<file path="config.mk">
export PLATFORM = sky130hd
export DESIGN_NAME = pulse_neuron
export DESIGN_NICKNAME = d
export VERILOG_FILES = /design/src/rtl/neuron_pkg.sv /design/src/rtl/neuron_integrator.sv /design/src/rtl/neuron_timer.sv /design/src/rtl/pulse_neuron.sv
export SDC_FILE = /design/constraint.sdc
export NUM_CORES = 1
export LEC_CHECK = 0
export ABC_CLOCK_PERIOD_IN_PS = 6150
export BUFFER_PORTS_ARGS = -buffer_cell sky130_fd_sc_hd__buf_2
export CELL_PAD_IN_SITES_DETAIL_PLACEMENT = 0
export CELL_PAD_IN_SITES_GLOBAL_PLACEMENT = 1
export CORE_MARGIN = 3
export CORE_UTILIZATION = 47
export CTS_BUF_LIST = sky130_fd_sc_hd__clkbuf_16
export CTS_CLUSTER_DIAMETER = 30
export DETAILED_ROUTE_END_ITERATION = 6
export GPL_TIMING_DRIVEN = 0
export PLACE_DENSITY = 0.86
export SLEW_MARGIN = 20
export SYNTH_ARGS = -nofsm -noshare
export SYNTH_HDL_FRONTEND = slang
export SYNTH_SLANG_ARGS = --single-unit
export TNS_END_PERCENT = 100
</file>
<file path="constraint.sdc">
create_clock -name clk -period 6.15 [get_ports clk]
set_input_delay 0.615 -clock clk [delete_from_list [all_inputs] [get_ports clk]]
set_output_delay 0.615 -clock clk [all_outputs]
set_load 0.05 [all_outputs]
</file>
<file path="src/rtl/neuron_pkg.sv">
package neuron_pkg;
    typedef enum logic [1:0] {
        ST_INTEG = 2'd0,
        ST_FIRE  = 2'd1,
        ST_GAP   = 2'd2
    } nstate_t;
endpackage

</file>
<file path="src/rtl/neuron_integrator.sv">
module neuron_integrator #(
    parameter int ACC_W = 12,
    parameter int INC_W = 8
) (
    input  logic             clk,
    input  logic             rst_n,
    input  logic             clear,
    input  logic             pos_vld,
    input  logic [INC_W-1:0] pos_inc,
    input  logic             neg_vld,
    input  logic [INC_W-1:0] neg_inc,
    output logic [ACC_W-1:0] acc_q
);
    localparam int SUM_W = ACC_W + 2;
    localparam logic signed [SUM_W-1:0] ACC_MAX = $signed({2'b00, {ACC_W{1'b1}}});

    logic signed [SUM_W-1:0] pos_ext;
    logic signed [SUM_W-1:0] neg_ext;
    logic signed [SUM_W-1:0] sum;
    logic [ACC_W-1:0]        acc_d;

    always_comb begin
        pos_ext = pos_vld ? $signed({{(SUM_W-INC_W){1'b0}}, pos_inc}) : '0;
        neg_ext = neg_vld ? $signed({{(SUM_W-INC_W){1'b0}}, neg_inc}) : '0;
        sum     = $signed({2'b00, acc_q}) + pos_ext - neg_ext;
        if (sum < 0)
            acc_d = '0;
        else if (sum > ACC_MAX)
            acc_d = {ACC_W{1'b1}};
        else
            acc_d = sum[ACC_W-1:0];
    end

    always_ff @(posedge clk) begin
        if (!rst_n || clear)
            acc_q <= '0;
        else
            acc_q <= acc_d;
    end
endmodule

</file>
<file path="src/rtl/neuron_timer.sv">
module neuron_timer #(
    parameter int CNT_W = 3
) (
    input  logic             clk,
    input  logic             rst_n,
    input  logic             load,
    input  logic [CNT_W-1:0] load_val,
    output logic             done
);
    logic [CNT_W-1:0] cnt_q;

    always_ff @(posedge clk) begin
        if (!rst_n)
            cnt_q <= '0;
        else if (load)
            cnt_q <= load_val;
        else if (cnt_q != '0)
            cnt_q <= cnt_q - 1'b1;
    end

    assign done = (cnt_q == '0);
endmodule

</file>
<file path="src/rtl/pulse_neuron.sv">
module pulse_neuron
    import neuron_pkg::*;
#(
    parameter int ACC_W   = 12,
    parameter int INC_W   = 8,
    parameter int PULSE_W = 4,
    parameter int MIN_GAP = 3,
    parameter int THR_RST = 100
) (
    input  logic             clk,
    input  logic             rst_n,
    input  logic             thr_we,
    input  logic [ACC_W-1:0] thr_wdata,
    input  logic             pos_vld,
    input  logic [INC_W-1:0] pos_inc,
    input  logic             neg_vld,
    input  logic [INC_W-1:0] neg_inc,
    output logic             spike
);
    localparam int SPAN  = (PULSE_W > MIN_GAP) ? PULSE_W : MIN_GAP;
    localparam int CNT_W = $clog2(SPAN + 1);

    nstate_t          state_q, state_d;
    logic [ACC_W-1:0] thr_q;
    logic [ACC_W-1:0] acc;
    logic             fire;
    logic             tmr_load;
    logic [CNT_W-1:0] tmr_val;
    logic             tmr_done;

    always_ff @(posedge clk) begin
        if (!rst_n)
            thr_q <= ACC_W'(THR_RST);
        else if (thr_we)
            thr_q <= thr_wdata;
    end

    neuron_integrator #(.ACC_W(ACC_W), .INC_W(INC_W)) u_integ (
        .clk     (clk),
        .rst_n   (rst_n),
        .clear   (fire),
        .pos_vld (pos_vld),
        .pos_inc (pos_inc),
        .neg_vld (neg_vld),
        .neg_inc (neg_inc),
        .acc_q   (acc)
    );

    neuron_timer #(.CNT_W(CNT_W)) u_tmr (
        .clk      (clk),
        .rst_n    (rst_n),
        .load     (tmr_load),
        .load_val (tmr_val),
        .done     (tmr_done)
    );

    always_ff @(posedge clk) begin
        if (!rst_n)
            state_q <= ST_INTEG;
        else
            state_q <= state_d;
    end

    always_comb begin
        state_d  = state_q;
        fire     = 1'b0;
        tmr_load = 1'b0;
        tmr_val  = '0;
        unique case (state_q)
            ST_INTEG: begin
                if (acc >= thr_q) begin
                    fire     = 1'b1;
                    tmr_load = 1'b1;
                    tmr_val  = CNT_W'(PULSE_W - 1);
                    state_d  = ST_FIRE;
                end
            end
            ST_FIRE: begin
                if (tmr_done) begin
                    tmr_load = 1'b1;
                    tmr_val  = CNT_W'(MIN_GAP - 1);
                    state_d  = ST_GAP;
                end
            end
            ST_GAP: begin
                if (tmr_done)
                    state_d = ST_INTEG;
            end
            default: state_d = ST_INTEG;
        endcase
    end

    always_comb begin
        spike = (state_q == ST_FIRE);
    end
endmodule

</file>
==> metrics, run 1 <==
RePlAce Congestion 0.734; Placement Rows 24; Post-Syn Nets 331; die width 75.9 microns; Final WS setup 3.03 ns; Die Y 75.9 microns; Setup WS pre-CTS 2.72 ns; Post-CTS Setup Bufs 0; Post-Syn Area per Cell 8.75 sq um; kind of end point of the critical path flip-flop; # IOs 34; vias in the first global route 1,639; CTS tree yes; core area 4530 sq um; post-synthesis sequential area ratio 0.253; CTS Hold Bufs 0; Final min period 3.12 ns; GRT Residual Overflow 0; Final setup viols 0; clock buffer depth 2; ant diodes 0; Total GRT Usage 0.163; area of the die 5750 sq um; Setup CP Type primary input to flip-flop; Distinct cells, synth 48; fin nets 369; HPWL Detailed 3.53 mm; IO buf count 31; normalized max-slew margin 0.641; placed inst area 2530 sq um; vias 1,748; status finished, final reports clean; RSZ-0062 raised after global routing no; Placed Instances 358; Lkg Pwr 1.30 nW; Final ANT Viol Nets 0; first-pass GRT wire length 7.09 mm; Peak VDD IR 0.000188 V; WP data required 6.29 ns; Starting Density 0.506; root buffer cell clkbuf_16; First DRT Iteration DRCs 34; Resize count post-CTS 0; H-tree depth 2; fraction of layout instances using a drive strength above 1 0.203; vias per inst 4.79; worst slew pin tran 0.538 ns; final setup TNS 0 ns; clock sink count 29; Syn Std Cell Area 2290 sq um; critical path depth in cells 12; Layout area overhead 16.1%; Data arrival, critical path 3.26 ns; RR Endpoint u_integ.acc_q[9]; yosys warns 0; CTS Buf Count 5; final non-filler cell total 365; Synth Register Bits 29; Worst Setup EP u_integ.acc_q[9]; synthesized instance count 262; WL final 4.15 mm; Hold Path Class flip-flop to flip-flop; crit path cell chain buf_2 -> and2_1 -> fa_1 -> inv_1 -> fa_1 -> nor2b_4 -> o211ai_2 -> a31oi_2 -> a41oi_2 -> xnor2_2 -> buf_6 -> a31oi_2; Critical Path Start Type primary input; fin area 2660 sq um; DRT Pass-1 Iters 4; maximum capacitance violations 0; pin count of the biggest net entering global routing 11; delay-heaviest family, CP adder cells; # fillers 416; Crit Path Max Fanout 10; slowest stage delay, CP 0.51 ns; Max Slew Vio Count 0; clock latency on the worst-skew pair 0.27 ns; reg2reg path depth 10; Worst-path clk slew 0.05 ns; Final Hold Viols 0; clock skew 0.00618 ns; CP max-delay cell fa_1; CP Launch Point pos_vld; per-cell routed wire length 11.4 microns; DR DRC count 0; reg2reg setup slack 3.28 ns; initial antenna violation count 0; RR Startpoint u_integ.acc_q[1]; worst path bufs/invs 3; Final Power 1.27 mW; Final Cycle Share 0.507; Max Clk Rate 0.321 GHz; pwr/cell area 479 nW/um^2
[cells in the final DEF (no fill, tap or decap), types with 2 or more instances in the layout]
master and count:
a211o_1 2, a21o_1 4, a21oi_1 12, a21oi_2 9
a31oi_1 4, a31oi_2 2, and2_1 9, buf_2 31
buf_6 2, clkbuf_1 2, clkbuf_16 5, dfxtp_1 29
fa_1 8, ha_1 28, inv_1 48, mux2i_1 10
nand2_1 14, nand2b_1 4, nand3_1 2, nor2_1 21
nor2b_1 3, nor3_1 4, o211ai_1 4, o21a_1 4
o21ai_0 5, o21ai_2 2, or3_1 2, xnor2_1 2
xor2_1 6
[metal layers]
layer  vias to the layer above  global-route usage  routed length [microns]
met1                       749               0.211                     2090
li1                        956                   -                        -
met5                         -                   0                        0
met3                         4              0.0251                      146
met2                        39               0.267                     1870
met4                         0              0.0699                       42
[stage by stage]
step / hold slack [ns] / utilization
2_1_floorplan: 0.460 / -
3_3_place_gp: 0.477 / 0.558
3_5_place_dp: 0.482 / 0.558
4_1_cts: 0.496 / 0.587
5_1_grt: 0.537 / 0.587
6_report: 0.492 / 0.587
[how the worst min path moves through the flow]
stage / start / endpoint / cells after the start
floorplan: thr_q[10] / thr_q[10] / 2
global placement: thr_q[1] / thr_q[1] / 2
detailed placement: thr_q[6] / thr_q[6] / 2
CTS: thr_q[6] / thr_q[6] / 2
global route: thr_q[2] / thr_q[2] / 2
finish: thr_q[6] / thr_q[6] / 2
[synth_stat cells (all sizes together)]
master | number | area share
a21boi | 1 | 0.0033
nor2b | 4 | 0.014
ha | 28 | 0.15
o41ai | 1 | 0.0038
inv | 47 | 0.077
or2 | 1 | 0.0027
and4bb | 1 | 0.0055
o211ai | 5 | 0.019
o21a | 4 | 0.013
a211o | 2 | 0.0076
a31oi | 7 | 0.031
nand3 | 2 | 0.0044
o311a | 1 | 0.0044
nand4 | 1 | 0.0027
xor2 | 6 | 0.023
o221ai | 2 | 0.010
o21ai | 8 | 0.021
buf | 4 | 0.015
clkbuf | 2 | 0.0033
a211oi | 2 | 0.0087
a41oi | 1 | 0.0071
nor3 | 4 | 0.0087
o21bai | 1 | 0.0033
xnor2 | 3 | 0.015
and2 | 9 | 0.025
nand2 | 14 | 0.023
nand2b | 4 | 0.011
a21o | 4 | 0.013
fa | 8 | 0.070
or3 | 2 | 0.0055
a22oi | 1 | 0.0033
a21oi | 21 | 0.061
dfxtp | 29 | 0.25
and3 | 1 | 0.0027
mux2i | 10 | 0.044
nor2 | 21 | 0.034
[power breakdown]
group	internal [mW]	switching [mW]	total, mW	leakage, nW
logic	0.340	0.449	0.789	0.989
clock network	0.143	0.0727	0.216	0.0685
registers	0.236	0.0327	0.269	0.240
total	0.720	0.554	1.27	1.30
[area by class of cell]
class	instances	area, sq um	area share
tap	65	81.3	0.0305
clock buffer	5	125	0.0470
inverter	47	176	0.0663
sequential	29	581	0.218
multi-input combinational	180	1500	0.562
buffer	6	41.3	0.0155
clock inverter	2	7.51	0.00282
timing repair buffer	31	155	0.0583
[state kept, by name, summed over array words and instances (netlist names)]
name and count:
thr_q 12, u_integ.acc_q 12, u_tmr.cnt_q 3, state_q 2
[worst reg2reg max path: stages (launching register included)]
cell      delay, ns
dfxtp_1        0.33
fa_1           0.58
inv_1          0.07
fa_1           0.49
nor2b_4        0.15
o211ai_2       0.10
a31oi_2        0.27
a41oi_2        0.19
xnor2_2        0.26
buf_6          0.21
a31oi_2        0.09
[kinds of logic (layout without fill, tap and decap cells)]
family | after synthesis | count (layout) | share of synthesized area
compound gates | 61 | 61 | 0.209
xor+xnor | 9 | 9 | 0.0376
fa+ha+maj | 36 | 36 | 0.223
buf+inv | 53 | 91 | 0.0949
flops | 29 | 29 | 0.253
mux | 10 | 10 | 0.0436
simple gates | 64 | 64 | 0.139
Note: power is estimated with default switching activity, not from simulation.
==> run 2: changes to the inputs <==
--- a/config.mk
+++ b/config.mk
@@ -5,17 +5,17 @@
 export SDC_FILE = /design/constraint.sdc
 export NUM_CORES = 1
 export LEC_CHECK = 0
-export ABC_CLOCK_PERIOD_IN_PS = 6150
+export ABC_CLOCK_PERIOD_IN_PS = 3140
 export BUFFER_PORTS_ARGS = -buffer_cell sky130_fd_sc_hd__buf_2
 export CELL_PAD_IN_SITES_DETAIL_PLACEMENT = 0
 export CELL_PAD_IN_SITES_GLOBAL_PLACEMENT = 1
 export CORE_MARGIN = 3
-export CORE_UTILIZATION = 47
+export CORE_UTILIZATION = 43
 export CTS_BUF_LIST = sky130_fd_sc_hd__clkbuf_16
 export CTS_CLUSTER_DIAMETER = 30
 export DETAILED_ROUTE_END_ITERATION = 6
 export GPL_TIMING_DRIVEN = 0
-export PLACE_DENSITY = 0.86
+export PLACE_DENSITY = 0.8
 export SLEW_MARGIN = 20
 export SYNTH_ARGS = -nofsm -noshare
 export SYNTH_HDL_FRONTEND = slang
==> constraint.sdc (replaced) <==
create_clock -name clk -period 3.14 [get_ports clk]
set_input_delay 0.314 -clock clk [delete_from_list [all_inputs] [get_ports clk]]
set_output_delay 0.314 -clock clk [all_outputs]
set_load 0.05 [all_outputs]
==> run 2 against run 1 <==
Combinational power increased by 94%. Count of clock-buffer cells in the layout unchanged. First-iteration DRC count decreased by 24%. Non-clock buffer count unchanged. Via count decreased by 0.57%. Worst hold slack got worse by 0.22 ns. Register-to-register slack got worse by 3.0 ns. Flip-flop and latch count unchanged. Critical path depth decreased by 2. Largest cell class unchanged. Cell area increased by 0.33%.
==> metrics, run 2 (same netlist as run 1, synthesis figures left out) <==
Layout area overhead 16.5%; met2 Resource Use GR 0.230 (-0.0373); die width 79.0 microns (+4.2%); clock buffer depth 2 (unchanged); status finished, final reports clean; first-pass GRT wire length 7.36 mm (+3.7%); WL final 4.00 mm (-3.5%); initial antenna violation count 0 (unchanged); First DRT Iteration DRCs 26 (-24%); vias per inst 4.72 (-1.4%); maximum capacitance violations 0 (unchanged); Final Cycle Share 0.897; critical path depth in cells 10 (-2); area of the die 6250 sq um (+8.5%); root buffer cell clkbuf_16; Setup CP Type flip-flop to flip-flop; Logic pwr share 0.614 (-0.005); crit path cell chain fa_1 -> inv_1 -> fa_1 -> nor2b_4 -> o211ai_2 -> a31oi_2 -> a41oi_2 -> xnor2_2 -> buf_6 -> a31oi_2; Max Clk Rate 0.355 GHz; RePlAce Congestion 0.759 (+3.5%); RSZ-0062 raised after global routing no; Total GRT Usage 0.147 (-0.0159); WHS 0.274 ns (-0.218 ns); kind of end point of the critical path flip-flop; Critical Path Start Type flip-flop; fraction of layout instances using a drive strength above 1 0.209 (+0.00597); normalized max-slew margin 0.664 (+0.0229); Worst Hold Path Cells 3 (+1); IO buf count 31 (unchanged); reg2reg path depth 10 (unchanged); GRT Residual Overflow 0 (unchanged); core area 4940 sq um (+9.0%); Int Pwr 1.41 mW (+96%); most common cell after layout, fill and taps aside inv_1; met1 Usage GRT 0.198 (-0.0131); Max Slew Vio Count 0 (unchanged); Final ANT Viol Nets 0 (unchanged); WP data required 3.29 ns (-3.00 ns); CP max-delay cell fa_1; slowest stage delay, CP 0.57 ns (+0.06 ns); Final Hold Viols 0 (unchanged); # IOs 34 (unchanged); Crit Path Max Fanout 10 (unchanged); CP Launch Point u_integ.acc_q[1]; RR Startpoint u_integ.acc_q[1]; Lkg Pwr 1.30 nW (+0.48%); fin nets 369 (unchanged); final setup TNS 0 ns (unchanged); Placement Rows 25 (+4.2%); clock skew 0.00122 ns (-0.00496 ns); met3 usage 0.0374 (+0.0123); Resize count post-CTS 0 (unchanged); pwr/cell area 934 nW/um^2 (+95%); ant diodes 0 (unchanged); CTS Hold Bufs 0 (unchanged); Final setup viols 0 (unchanged); worst slew pin tran 0.504 ns (-0.0343 ns); CTS Buf Count 5 (unchanged); Hold Path Class primary input to flip-flop; DR DRC count 0 (unchanged); min-delay src thr_wdata[6]; worst path bufs/invs 2 (-1); GR peak layer met2; Final min period 2.82 ns; HPWL Detailed 3.43 mm (-2.9%); Clk pwr share 0.175 (+0.005); H-tree depth 2 (unchanged); Sw Ratio 0.433 (-0.00168); sw power 1.08 mW (+95%); most frequent cells in the layout inv_1, buf_2, dfxtp_1; Worst-path clk slew 0.05 ns (about the same); CTS tree yes; DRT Pass-1 Iters 4 (unchanged); Die Y 79.0 microns (+4.2%); Post-CTS Setup Bufs 0 (unchanged); clock latency on the worst-skew pair 0.27 ns (about the same); Peak VDD IR 0.000468 V (+150%); clock sink count 29 (unchanged); Starting Density 0.464 (-0.0417); biggest regs thr_q x12, u_integ.acc_q x12, u_tmr.cnt_q x3; delay-heaviest family, CP adder cells; Data arrival, critical path 2.97 ns (-0.29 ns); vias in the first global route 1,693 (+3.3%); Seq pwr share 0.212 (about the same); pin count of the biggest net entering global routing 11 (unchanged); per-cell routed wire length 10.9 microns (-4.3%); vias 1,738 (-0.57%)
## run 2: cell types whose count changed in the layout (fill, tap and decap cells not counted)
| cell | delta |
|---|---|
| clkinv_1 | -1 |
| clkinv_2 | +2 |
## run 2: area by class of cell
cell class	count	area (sq um)
clock inverter	3	13.8
sequential	29	581
multi-input combinational	180	1500
inverter	47	176
timing repair buffer	31	155
fill	497	2270
buffer	6	41.3
tap	67	83.8
clock buffer	5	125
## run 2: layer usage
| layer | vias up | part of all wire |
|---|---|---|
| met2 | 35 | 0.43 |
| li1 | 952 | - |
| met1 | 747 | 0.51 |
| met4 | 0 | 0.0080 |
| met3 | 4 | 0.048 |
| met5 | - | 0 |
## run 2: worst reg2reg max path, delay by kind of cell (launching register included)
kind | cells | cell delay [ns]
AO/OA/AOI/OAI | 4 | 0.62
XOR/XNOR | 1 | 0.25
adder cells (fa/ha/maj) | 2 | 1.06
buffers and inverters | 2 | 0.27
flip-flops | 1 | 0.34
AND/OR/NAND/NOR | 1 | 0.15
## run 2: final timing paths
| kind | slack (ns) | end |
|---|---|---|
| setup / recovery | 0.32 | u_integ.acc_q[9] |
| hold / removal | 0.27 | thr_q[6] |
| setup reg to reg | 0.32 | u_integ.acc_q[9] |
| hold reg to reg | 0.49 | thr_q[1] |
## run 2: power by group through the flow
stage / Combinational, mW / Sequential, mW / Clock [mW]
after floorplan: 1.30 / 0.510 / 0
after global placement: 1.53 / 0.534 / 0
after detailed placement: 1.55 / 0.536 / 0
after CTS: 1.56 / 0.529 / 0.444
after global routing: 1.76 / 0.542 / 0.470
final: 1.53 / 0.528 / 0.435
## run 2: stage by stage
stage               setup slack [ns]  total power, mW   util  instances  cell area, sq um
floorplan                      0.463             1.82      -        262              2290
global placement              0.0637             2.06  0.512        360              2530
detailed placement            0.0384             2.08  0.512        360              2530
CTS                            0.261             2.53  0.541        368              2670
global route                   0.146             2.78  0.541        368              2670
finish                         0.323             2.49  0.541        368              2670
